File: config.mk
export PLATFORM = sky130hd
export DESIGN_NAME = opmesh_router
export DESIGN_NICKNAME = d
export VERILOG_FILES = /design/src/rtl/opmesh_pkg.sv /design/src/rtl/opmesh_route.sv /design/src/rtl/opmesh_rr_arb.sv /design/src/rtl/opmesh_outport.sv /design/src/rtl/opmesh_router.sv
export SDC_FILE = /design/constraint.sdc
export NUM_CORES = 2
export LEC_CHECK = 0
export ABC_AREA = 1
export BUFFER_PORTS_ARGS = -buffer_cell sky130_fd_sc_hd__buf_2
export CAP_MARGIN = 20
export CORE_AREA = 8 8 277 279
export DETAILED_ROUTE_END_ITERATION = 8
export DIE_AREA = 0 0 285 287
export MAX_ROUTING_LAYER = met4
export PLACE_DENSITY = 0.65
export SLEW_MARGIN = 15
export SYNTH_ARGS = -nofsm -noshare
export SYNTH_HDL_FRONTEND = slang
export SYNTH_SLANG_ARGS = --single-unit
File: constraint.sdc
create_clock -name clk -period 5.9 [get_ports clk]
set_clock_uncertainty 0.2 [all_clocks]
set_input_delay 0.59 -clock clk [delete_from_list [all_inputs] [get_ports clk]]
set_output_delay 0.59 -clock clk [all_outputs]
set_load 0.05 [all_outputs]
File: src/rtl/opmesh_pkg.sv
package opmesh_pkg;
  localparam int NPORT = 5;
  localparam int NDIR  = 4;
  localparam int P_N   = 0;
  localparam int P_E   = 1;
  localparam int P_S   = 2;
  localparam int P_W   = 3;
  localparam int P_L   = 4;
endpackage

File: src/rtl/opmesh_route.sv
module opmesh_route
  import opmesh_pkg::*;
#(
  parameter int X_W  = 3,
  parameter int Y_W  = 3,
  parameter int MY_X = 0,
  parameter int MY_Y = 0
) (
  input  logic [X_W+Y_W-1:0] dst,
  output logic [NPORT-1:0]   dir
);
  localparam logic [X_W-1:0] HX = X_W'(MY_X);
  localparam logic [Y_W-1:0] HY = Y_W'(MY_Y);

  logic [X_W-1:0] dx;
  logic [Y_W-1:0] dy;

  assign dx = dst[X_W-1:0];
  assign dy = dst[X_W+Y_W-1:X_W];

  // column first, then row, then eject
  always_comb begin
    dir = '0;
    if (dx > HX)      dir[P_E] = 1'b1;
    else if (dx < HX) dir[P_W] = 1'b1;
    else if (dy < HY) dir[P_N] = 1'b1;
    else if (dy > HY) dir[P_S] = 1'b1;
    else              dir[P_L] = 1'b1;
  end
endmodule

File: src/rtl/opmesh_rr_arb.sv
module opmesh_rr_arb #(
  parameter int N = 5
) (
  input  logic         clk,
  input  logic         rst_n,
  input  logic [N-1:0] req,
  input  logic         en,
  output logic [N-1:0] gnt
);
  localparam int PW = (N > 1) ? $clog2(N) : 1;

  logic [PW-1:0] ptr;
  logic [PW-1:0] win;
  logic          found;

  always_comb begin
    int idx;
    gnt   = '0;
    win   = ptr;
    found = 1'b0;
    for (int i = 0; i < N; i++) begin
      idx = int'(ptr) + i;
      if (idx >= N) idx = idx - N;
      if (!found && en && req[idx]) begin
        gnt[idx] = 1'b1;
        win      = PW'(idx);
        found    = 1'b1;
      end
    end
  end

  always_ff @(posedge clk) begin
    if (!rst_n) ptr <= '0;
    else if (found) ptr <= (win == PW'(N - 1)) ? '0 : win + 1'b1;
  end

  a_r7_one_grant: assert property (@(posedge clk) disable iff (!rst_n)
    $onehot0(gnt));

  a_r7_grant_has_req: assert property (@(posedge clk) disable iff (!rst_n)
    (gnt & ~req) == '0);

  a_r8_rotate: assert property (@(posedge clk) disable iff (!rst_n)
    ($past(rst_n) && en && $past(en) && req == $past(req) &&
     $countones(req) > 1 && $past(|gnt)) |-> gnt != $past(gnt));
endmodule

File: src/rtl/opmesh_outport.sv
module opmesh_outport #(
  parameter int NP     = 5,
  parameter int DATA_W = 64,
  parameter int ID_W   = 6
) (
  input  logic                      clk,
  input  logic                      rst_n,
  input  logic [NP-1:0]             gnt,
  input  logic [NP-1:0][ID_W-1:0]   in_dst,
  input  logic [NP-1:0]             in_dat_v,
  input  logic [NP-1:0][DATA_W-1:0] in_dat,
  input  logic                      down_ready,
  output logic                      avail,
  output logic                      hdr_v,
  output logic [ID_W-1:0]           hdr_dst,
  output logic                      dat_v,
  output logic [DATA_W-1:0]         dat
);
  logic              res_v;
  logic [NP-1:0]     res_src;
  logic [ID_W-1:0]   g_dst;
  logic              sel_v;
  logic [DATA_W-1:0] sel_d;
  logic              fire;

  always_comb begin
    g_dst = '0;
    sel_v = 1'b0;
    sel_d = '0;
    for (int i = 0; i < NP; i++) begin
      if (gnt[i])     g_dst = g_dst | in_dst[i];
      if (res_src[i]) begin
        sel_v = sel_v | in_dat_v[i];
        sel_d = sel_d | in_dat[i];
      end
    end
  end

  assign fire  = hdr_v && down_ready;
  assign avail = !hdr_v || down_ready;

  always_ff @(posedge clk) begin
    if (!rst_n) begin
      hdr_v   <= 1'b0;
      hdr_dst <= '0;
      res_v   <= 1'b0;
      res_src <= '0;
      dat_v   <= 1'b0;
      dat     <= '0;
    end else begin
      if (|gnt) begin
        hdr_v   <= 1'b1;
        hdr_dst <= g_dst;
      end else if (fire) begin
        hdr_v <= 1'b0;
      end
      res_v   <= |gnt;
      res_src <= gnt;
      dat_v   <= fire;
      if (res_v) dat <= sel_d;
    end
  end

  a_r6_hdr_hold: assert property (@(posedge clk) disable iff (!rst_n)
    (hdr_v && !down_ready) |=> (hdr_v && $stable(hdr_dst)));

  a_r2_hdr_loaded: assert property (@(posedge clk) disable iff (!rst_n)
    (|gnt) |=> (hdr_v && hdr_dst == $past(g_dst)));

  a_r7_no_grant_busy: assert property (@(posedge clk) disable iff (!rst_n)
    (|gnt) |-> avail);

  a_r10_payload_present: assert property (@(posedge clk) disable iff (!rst_n)
    res_v |-> sel_v);
endmodule

File: src/rtl/opmesh_router.sv
module opmesh_router
  import opmesh_pkg::*;
#(
  parameter int DATA_W = 64,
  parameter int X_W    = 3,
  parameter int Y_W    = 3,
  parameter int MY_X   = 3,
  parameter int MY_Y   = 4
) (
  input  logic                             clk,
  input  logic                             rst_n,
  input  logic [NPORT-1:0]                 in_hdr_valid,
  output logic [NPORT-1:0]                 in_hdr_ready,
  input  logic [NPORT-1:0][X_W+Y_W-1:0]    in_hdr_dst,
  input  logic [NPORT-1:0]                 in_dat_valid,
  input  logic [NPORT-1:0][DATA_W-1:0]     in_dat,
  output logic [NDIR-1:0]                  out_hdr_valid,
  input  logic [NDIR-1:0]                  out_hdr_ready,
  output logic [NDIR-1:0][X_W+Y_W-1:0]     out_hdr_dst,
  output logic [NDIR-1:0]                  out_dat_valid,
  output logic [NDIR-1:0][DATA_W-1:0]      out_dat,
  output logic                             ej_valid,
  output logic [DATA_W-1:0]                ej_data
);
  localparam int ID_W = X_W + Y_W;
  localparam logic [ID_W-1:0] SELF_ID = {Y_W'(MY_Y), X_W'(MY_X)};

  logic [NPORT-1:0][NPORT-1:0]  dir_m;   // [input][direction]
  logic [NPORT-1:0][NPORT-1:0]  req_m;   // [output][input]
  logic [NPORT-1:0][NPORT-1:0]  gnt_m;   // [output][input]
  logic [NPORT-1:0]             avail;
  logic [NPORT-1:0]             hv;
  logic [NPORT-1:0]             dv;
  logic [NPORT-1:0]             dn_rdy;
  logic [NPORT-1:0][ID_W-1:0]   hd;
  logic [NPORT-1:0][DATA_W-1:0] dd;
  logic                         self_inj;

  for (genvar p = 0; p < NPORT; p++) begin : g_rt
    opmesh_route #(.X_W(X_W), .Y_W(Y_W), .MY_X(MY_X), .MY_Y(MY_Y)) u_rt (
      .dst (in_hdr_dst[p]),
      .dir (dir_m[p])
    );
  end

  // an inject addressed here stays in the ALU's own bypass
  assign self_inj = dir_m[P_L][P_L];

  always_comb begin
    for (int o = 0; o < NPORT; o++)
      for (int p = 0; p < NPORT; p++)
        req_m[o][p] = in_hdr_valid[p] && dir_m[p][o] && !(p == P_L && o == P_L);
  end

  always_comb begin
    in_hdr_ready = '0;
    for (int p = 0; p < NPORT; p++)
      for (int o = 0; o < NPORT; o++)
        in_hdr_ready[p] = in_hdr_ready[p] | gnt_m[o][p];
    in_hdr_ready[P_L] = in_hdr_ready[P_L] | (in_hdr_valid[P_L] && self_inj);
  end

  assign dn_rdy = {1'b1, out_hdr_ready};

  for (genvar o = 0; o < NPORT; o++) begin : g_out
    opmesh_rr_arb #(.N(NPORT)) u_arb (
      .clk (clk),
      .rst_n (rst_n),
      .req (req_m[o]),
      .en  (avail[o]),
      .gnt (gnt_m[o])
    );
    opmesh_outport #(.NP(NPORT), .DATA_W(DATA_W), .ID_W(ID_W)) u_op (
      .clk        (clk),
      .rst_n      (rst_n),
      .gnt        (gnt_m[o]),
      .in_dst     (in_hdr_dst),
      .in_dat_v   (in_dat_valid),
      .in_dat     (in_dat),
      .down_ready (dn_rdy[o]),
      .avail      (avail[o]),
      .hdr_v      (hv[o]),
      .hdr_dst    (hd[o]),
      .dat_v      (dv[o]),
      .dat        (dd[o])
    );
  end

  assign out_hdr_valid = hv[NDIR-1:0];
  assign out_hdr_dst   = hd[NDIR-1:0];
  assign out_dat_valid = dv[NDIR-1:0];
  assign out_dat       = dd[NDIR-1:0];
  assign ej_valid      = dv[P_L];
  assign ej_data       = dd[P_L];

  a_r5_self_inject: assert property (@(posedge clk) disable iff (!rst_n)
    (in_hdr_valid[P_L] && self_inj) |-> (in_hdr_ready[P_L] && !(gnt_m[P_L][P_L])));

  a_r4_eject_self: assert property (@(posedge clk) disable iff (!rst_n)
    hv[P_L] |-> hd[P_L] == SELF_ID);
endmodule

* After elaboration in Yosys (flattened, before gate mapping)
Index checks and enable logic that the tools add are counted.
** Word-level totals
- Input port bits :: 366
- Logic and storage cells :: 736
- Bits in registers :: 399
- Output and inout port bits :: 358
** Cells by class
- Reduce and logical (&&, ||, !) cells :: 131
- Bitwise logic cells :: 77
- Order comparisons :: 95
- Add/subtract/negate cells :: 50
- Equality and inequality tests :: 5
- Mux-type cells :: 344
** Operators by type and width (number)
- $mux 64 :: 25
- $or 64x64->64 :: 20
- $ge 32x1->1 const B :: 25
- $lt 32x5->1 const B :: 25
- $mux 32 :: 25
- $ge 32x4->1 const B :: 20
- $sub 32x4->32 const B :: 20
- $mux 1 :: 164
- $mux 5 :: 25
- $mux 6 :: 20
- $mux 3 :: 35
- $or 5x5->5 :: 20
- $or 6x6->6 :: 16
- $logic_and 1x1->1 :: 94
- $bmux 1 s3 :: 25
- $demux 1 s3 :: 25
- $add 3x2->4 const B :: 10
- $reduce_or 5->1 :: 5
- $logic_not 1->1 :: 24
- $or 1x1->1 :: 21
- $add 3x1->4 const B :: 5
- $add 3x3->4 const B :: 5
- $sub 3x3->4 const B :: 5
- $add 3x1->3 const B :: 5
- 8 further kinds :: 38

* Longest topological paths before layout
- Depth after elaboration :: 36
- Mapped depth :: 28
- Gate-level depth less buffers :: 27

* Cells and area by module
A second synthesis with hierarchy kept.
** Unflattened totals
- Cell total of the unflattened synthesis :: 6130
- Area total of the unflattened synthesis :: 35148.7 µm²
** By module, submodules not included
- opmesh_outport :: seq. area each 1561.5 µm², area an instance 5163.7 µm², cells each 899, instances 5
- opmesh_rr_arb (g_out[2].u_arb ...) :: seq. area each 60.1 µm², area an instance 1788.0 µm², cells each 303, instances 2
- opmesh_rr_arb (g_out[0].u_arb) :: seq. area each 60.1 µm², area an instance 1843.0 µm², cells each 314, instances 1
- opmesh_rr_arb (g_out[1].u_arb) :: seq. area each 60.1 µm², area an instance 1700.4 µm², cells each 296, instances 1
- opmesh_rr_arb (g_out[4].u_arb) :: seq. area each 60.1 µm², area an instance 1667.8 µm², cells each 294, instances 1
- opmesh_router :: seq. area each 0.0 µm², area an instance 311.5 µm², cells each 75, instances 1
- opmesh_route :: seq. area each 0.0 µm², area an instance 46.3 µm², cells each 10, instances 5

* Least setup slack after synthesis
Ideal clock, no wire load.
- Path type :: register to output
- Start point :: register g_out[3].u_arb.ptr[1]
- End point :: output port in_hdr_ready[2]
- Arrival time :: 3.445 ns
- Data required time :: 5.110 ns
- Stages on the path, launching flop included :: 17
- Path slack :: 1.665 ns
- Path buffers :: 1
- Cells stage by stage :: dfxtp_1 inv_1 ha_1 buf_2 nor2_1 or2_2 ha_1 nand2_1 a21oi_1 a21boi_0 nor3_1 a21oi_1 nand2_1 nor2_2 nand2_2 nor3_1 nand4_1
** On the way
- Cells in the longest elaborated chain, start to end :: 25
- Elaborated cells on any way between the ends :: 87
- Those cells by class :: 9 x add/sub; 15 x order compare; 39 x mux; 6 x bitwise; 18 x reduce/logical
** Ends and longest elaborated chain
- start: declaration :: line opmesh_rr_arb.sv:12 : logic [PW-1:0] ptr;
- start signal: assignment :: line opmesh_rr_arb.sv:34 : else if (found) ptr <= (win == PW'(N - 1)) ? '0 : win + 1'b1;
- parallel branches: the longest is 22 deep, another holds $sub 32x4->32
- $mux 5 * :: line opmesh_rr_arb.sv:24 : if (!found && en && req[idx]) begin
- $or 1x1->1 * (2 in series) :: line opmesh_router.sv:59 : in_hdr_ready[p] = in_hdr_ready[p] | gnt_m[o][p];
- end: declaration :: line opmesh_router.sv:13 : output logic [NPORT-1:0] in_hdr_ready,
Mark *: on every way between the ends. The select of a mux whose other input is x is not followed.

* Worst setup path after layout
- Start point :: register g_out[2].u_arb.ptr[1]
- End point :: output port in_hdr_ready[4]
** On the way
- Cells in the longest elaborated chain, start to end :: 27
- Elaborated cells on any way between the ends :: 89
- Those cells by class :: 9 x add/sub; 15 x order compare; 39 x mux; 8 x bitwise; 18 x reduce/logical
** Ends and longest elaborated chain
- start: declaration :: line opmesh_rr_arb.sv:12
- start signal: assignment :: line opmesh_rr_arb.sv:34
- parallel branches: the longest is 22 deep, another holds $sub 32x4->32
- $mux 5 * :: line opmesh_rr_arb.sv:24
- $or 1x1->1 * (3 in series) :: line opmesh_router.sv:59
- $or 1x1->1 * :: line opmesh_router.sv:60 : in_hdr_ready[P_L] = in_hdr_ready[P_L] | (in_hdr_valid[P_L] && self_inj);
Marked as above.

==> results.sh <==
export IMPL_status="completed"
export IMPL_cellPowerDensity_nw_per_um2=727
export IMPL_reg2reg_depth=17
export IMPL_die_w_um=285
export IMPL_place_ws_ns=0.987
export IMPL_root_buffer="clkbuf_16"
export IMPL_synthTopCellsByArea="dfxtp_1 26%, a21oi_1 12%, nand2_1 11%"
export IMPL_drcViolationCount=0
export IMPL_end_kind="primary output"
export IMPL_cts_tree="built"
export IMPL_layout_nets=5704
export IMPL_gp_congestion=1.00
export IMPL_clk_pin_slew_ns=0.06
export IMPL_post_route_period_util_pct=95.2
export IMPL_rows=99
export IMPL_timing_final_ws_setup_ns=0.282
export IMPL_p_leak_uw=0.0165
export IMPL_setup_violations_final=0
export IMPL_crit_type="reg2out"
export IMPL_avgRoutedWirePerCell_um=28.0
export IMPL_cts_buffers_inserted=49
export IMPL_tightestPinTransition_ns=1.25
export IMPL_syn_inst=4691
export IMPL_crit_required_ns=5.11
export IMPL_syn_nets=5176
export IMPL_wl_mm=175
export IMPL_total_power_uw=26300
export IMPL_drt_initial_drc_count=5678
export IMPL_async_flop_share_pct=0
export IMPL_yosys_area_top_type="dfxtp_1"
export IMPL_synth_avg_cell_area_sq_um=6.46
export IMPL_clkSinkCount=398
export IMPL_crit_path_start_kind="flop"
export IMPL_grt_antenna_before_repair=45
export IMPL_synth_edf_count=0
export IMPL_first_pass_iters=7
export IMPL_yosysUniqueCellTypes=59
export IMPL_final_cell_mix="857 x nand2_1, 718 x a21oi_1, 717 x buf_2, 633 x o21ai_0, 372 x dfxtp_1"
export IMPL_overflow=0
export IMPL_ys_flop_type="dfxtp_1"
export IMPL_grt_pass1_wl_mm=250
export IMPL_grt_pass1_vias=37064
export IMPL_postRouteAntennaNets=0
export IMPL_hold_viol_final=0
export IMPL_syn_area_sq_um=30300
export IMPL_htree_levels=2
export IMPL_clk_path_buf_depth=3
export IMPL_vias_per_cell=6.44
export IMPL_utilization_pct=50.1
export IMPL_timing_setup_tns_ns=0
export IMPL_final_common_cell="nand2_1"
export IMPL_yosys_area_top_type_share_pct=26.3
export IMPL_min_period_ns=5.62
export IMPL_clk_latency_ns=0.64
export IMPL_dieArea_sq_um=81800
export IMPL_drive_above_1_share_pct=20.4
export IMPL_yosys_warnings=0
export IMPL_rsz0062_at_grt="no"
export IMPL_irDropWorstVdd_mv=0.652
export IMPL_critPathArrivalTime_ns=4.83
export IMPL_drv_slew=0
export IMPL_path_max_fanout=12
export IMPL_slew_headroom_pct=16.8
export IMPL_max_freq_mhz=178
export IMPL_core_area_sq_um=72300
export IMPL_dieHeight_um=287
export IMPL_drv_cap=0
export IMPL_worstHoldPathCells=3
export IMPL_min_path_type="in2reg"
export IMPL_areaGrowthSynthToFinish_pct=19.5
export IMPL_num_vias=40329
export IMPL_grt_max_degree=125
export IMPL_synth_seq_area_share_pct=26.3
export IMPL_ys_seq_elements=398
export IMPL_io_pins=724
export IMPL_track_usage_pct=40.9
export IMPL_port_buffers=718
export IMPL_start_util_pct=41.9
export IMPL_hpwl_mm=114
-- stage by stage --
stage	cells	instance area, sq um	hold slack, ns
detailed placement	6120	34300	0.226
finish	6262	36200	0.0297
floorplan	4691	30300	0.223
CTS	6208	36000	0.00261
global route	6251	36200	0.00677
global placement	6120	34300	0.223
-- cells by family (layout without fill, tap and decap cells) --
| group | count (synthesis) | after routing | share of synthesized area [%] |
|---|---|---|---|
| and+or+nand+nor | 1588 | 1588 | 23.2 |
| xor gates and xnor gates | 21 | 21 | 0.731 |
| AOI/OAI and AO/OA | 1844 | 1844 | 35.4 |
| DFF | 398 | 398 | 26.3 |
| buffers and inverters | 720 | 1284 | 9.32 |
| other | 1 | 49 | 0.0124 |
| adders and majority gates | 119 | 119 | 5.04 |
-- registers in the layout, summed over array words and instances (netlist names) --
name / count
g_out.u_op.hdr_dst: 24
g_out.u_op.res_src: 25
g_out.u_arb.ptr: 15
g_out.u_op.dat_v: 5
g_out.u_op.res_v: 5
g_out.u_op.hdr_v: 4
g_out.u_op.dat: 320
-- worst max-delay path, cell delays in order (launching register included) --
cell	delay, ns
dfxtp_1	0.55
inv_1	0.33
ha_1	0.30
ha_1	0.37
inv_1	0.12
a21oi_2	0.31
nor2_1	0.11
nand3_1	0.14
nand3_2	0.16
nand3_1	0.20
nand4_2	0.18
nor2_1	0.41
nand3_1	0.20
nand2_1	0.26
nor2_1	0.08
nand4_1	0.18
buf_2	0.31
-- cell usage after synthesis (12+ instances only) --
library cell  count
o22ai_1          86
o211ai_1         12
dfxtp_1         398
nand3_1         191
clkbuf_1        258
nand4_1          62
inv_1           364
buf_4            15
nand2_2          36
nand3_2          20
buf_1            19
xor2_1           14
ha_1            114
nor2_1          297
o21ai_0         633
o21ai_1          28
nand2_1         857
a221oi_1        320
a21oi_1         718
nor2_2           22
inv_2            38
nor3_1           50
-- what timing repair did --
| item | 4_1_cts | 5_1_grt |
|---|---|---|
| gates resized for setup | 0 | 2 |
| setup endpoints to repair | 0 | 3 |
| hold endpoints to repair | 1 | 0 |
| hold buffers | 1 | 0 |
| setup buffers | 0 | 4 |
-- area by class of cell --
class                   instances  area (sq um)
multi-input cells            3573         19500
inverters                     412          1550
flip-flops and latches        398          8030
clock inverters                23           238
fillers                      7550         36100
repair buffers                785          4140
well taps                     959          1200
clock buffers                  64          1420
diodes                         48           120
-- layer usage --
layer | track usage (%) | routed length [um]
met5 | - | 0
met4 | 27.8 | 14800
met3 | 12.5 | 24000
met1 | 49.0 | 64600
met2 | 58.6 | 72000
-- power by group --
part	switching (uW)	internal [uW]	total (uW)	leakage [uW]
logic	13700	4970	18700	0.0124
clock network	1390	1800	3190	0.000816
registers	950	3540	4490	0.00328
-- path summary, 6_finish.rpt --
kind	start	slack (ns)	endpoint
setup / recovery	g_out[2].u_arb.ptr[1]	0.28	in_hdr_ready[4]
hold / removal	out_hdr_ready[1]	0.03	g_out[1].u_op.dat_v
setup reg to reg	g_out[2].u_arb.ptr[1]	1.26	g_out[2].u_arb.ptr[1]
hold reg to reg	g_out[0].u_op.hdr_dst[5]	0.24	g_out[0].u_op.hdr_dst[5]
Note: power is estimated with default switching activity, not from simulation.
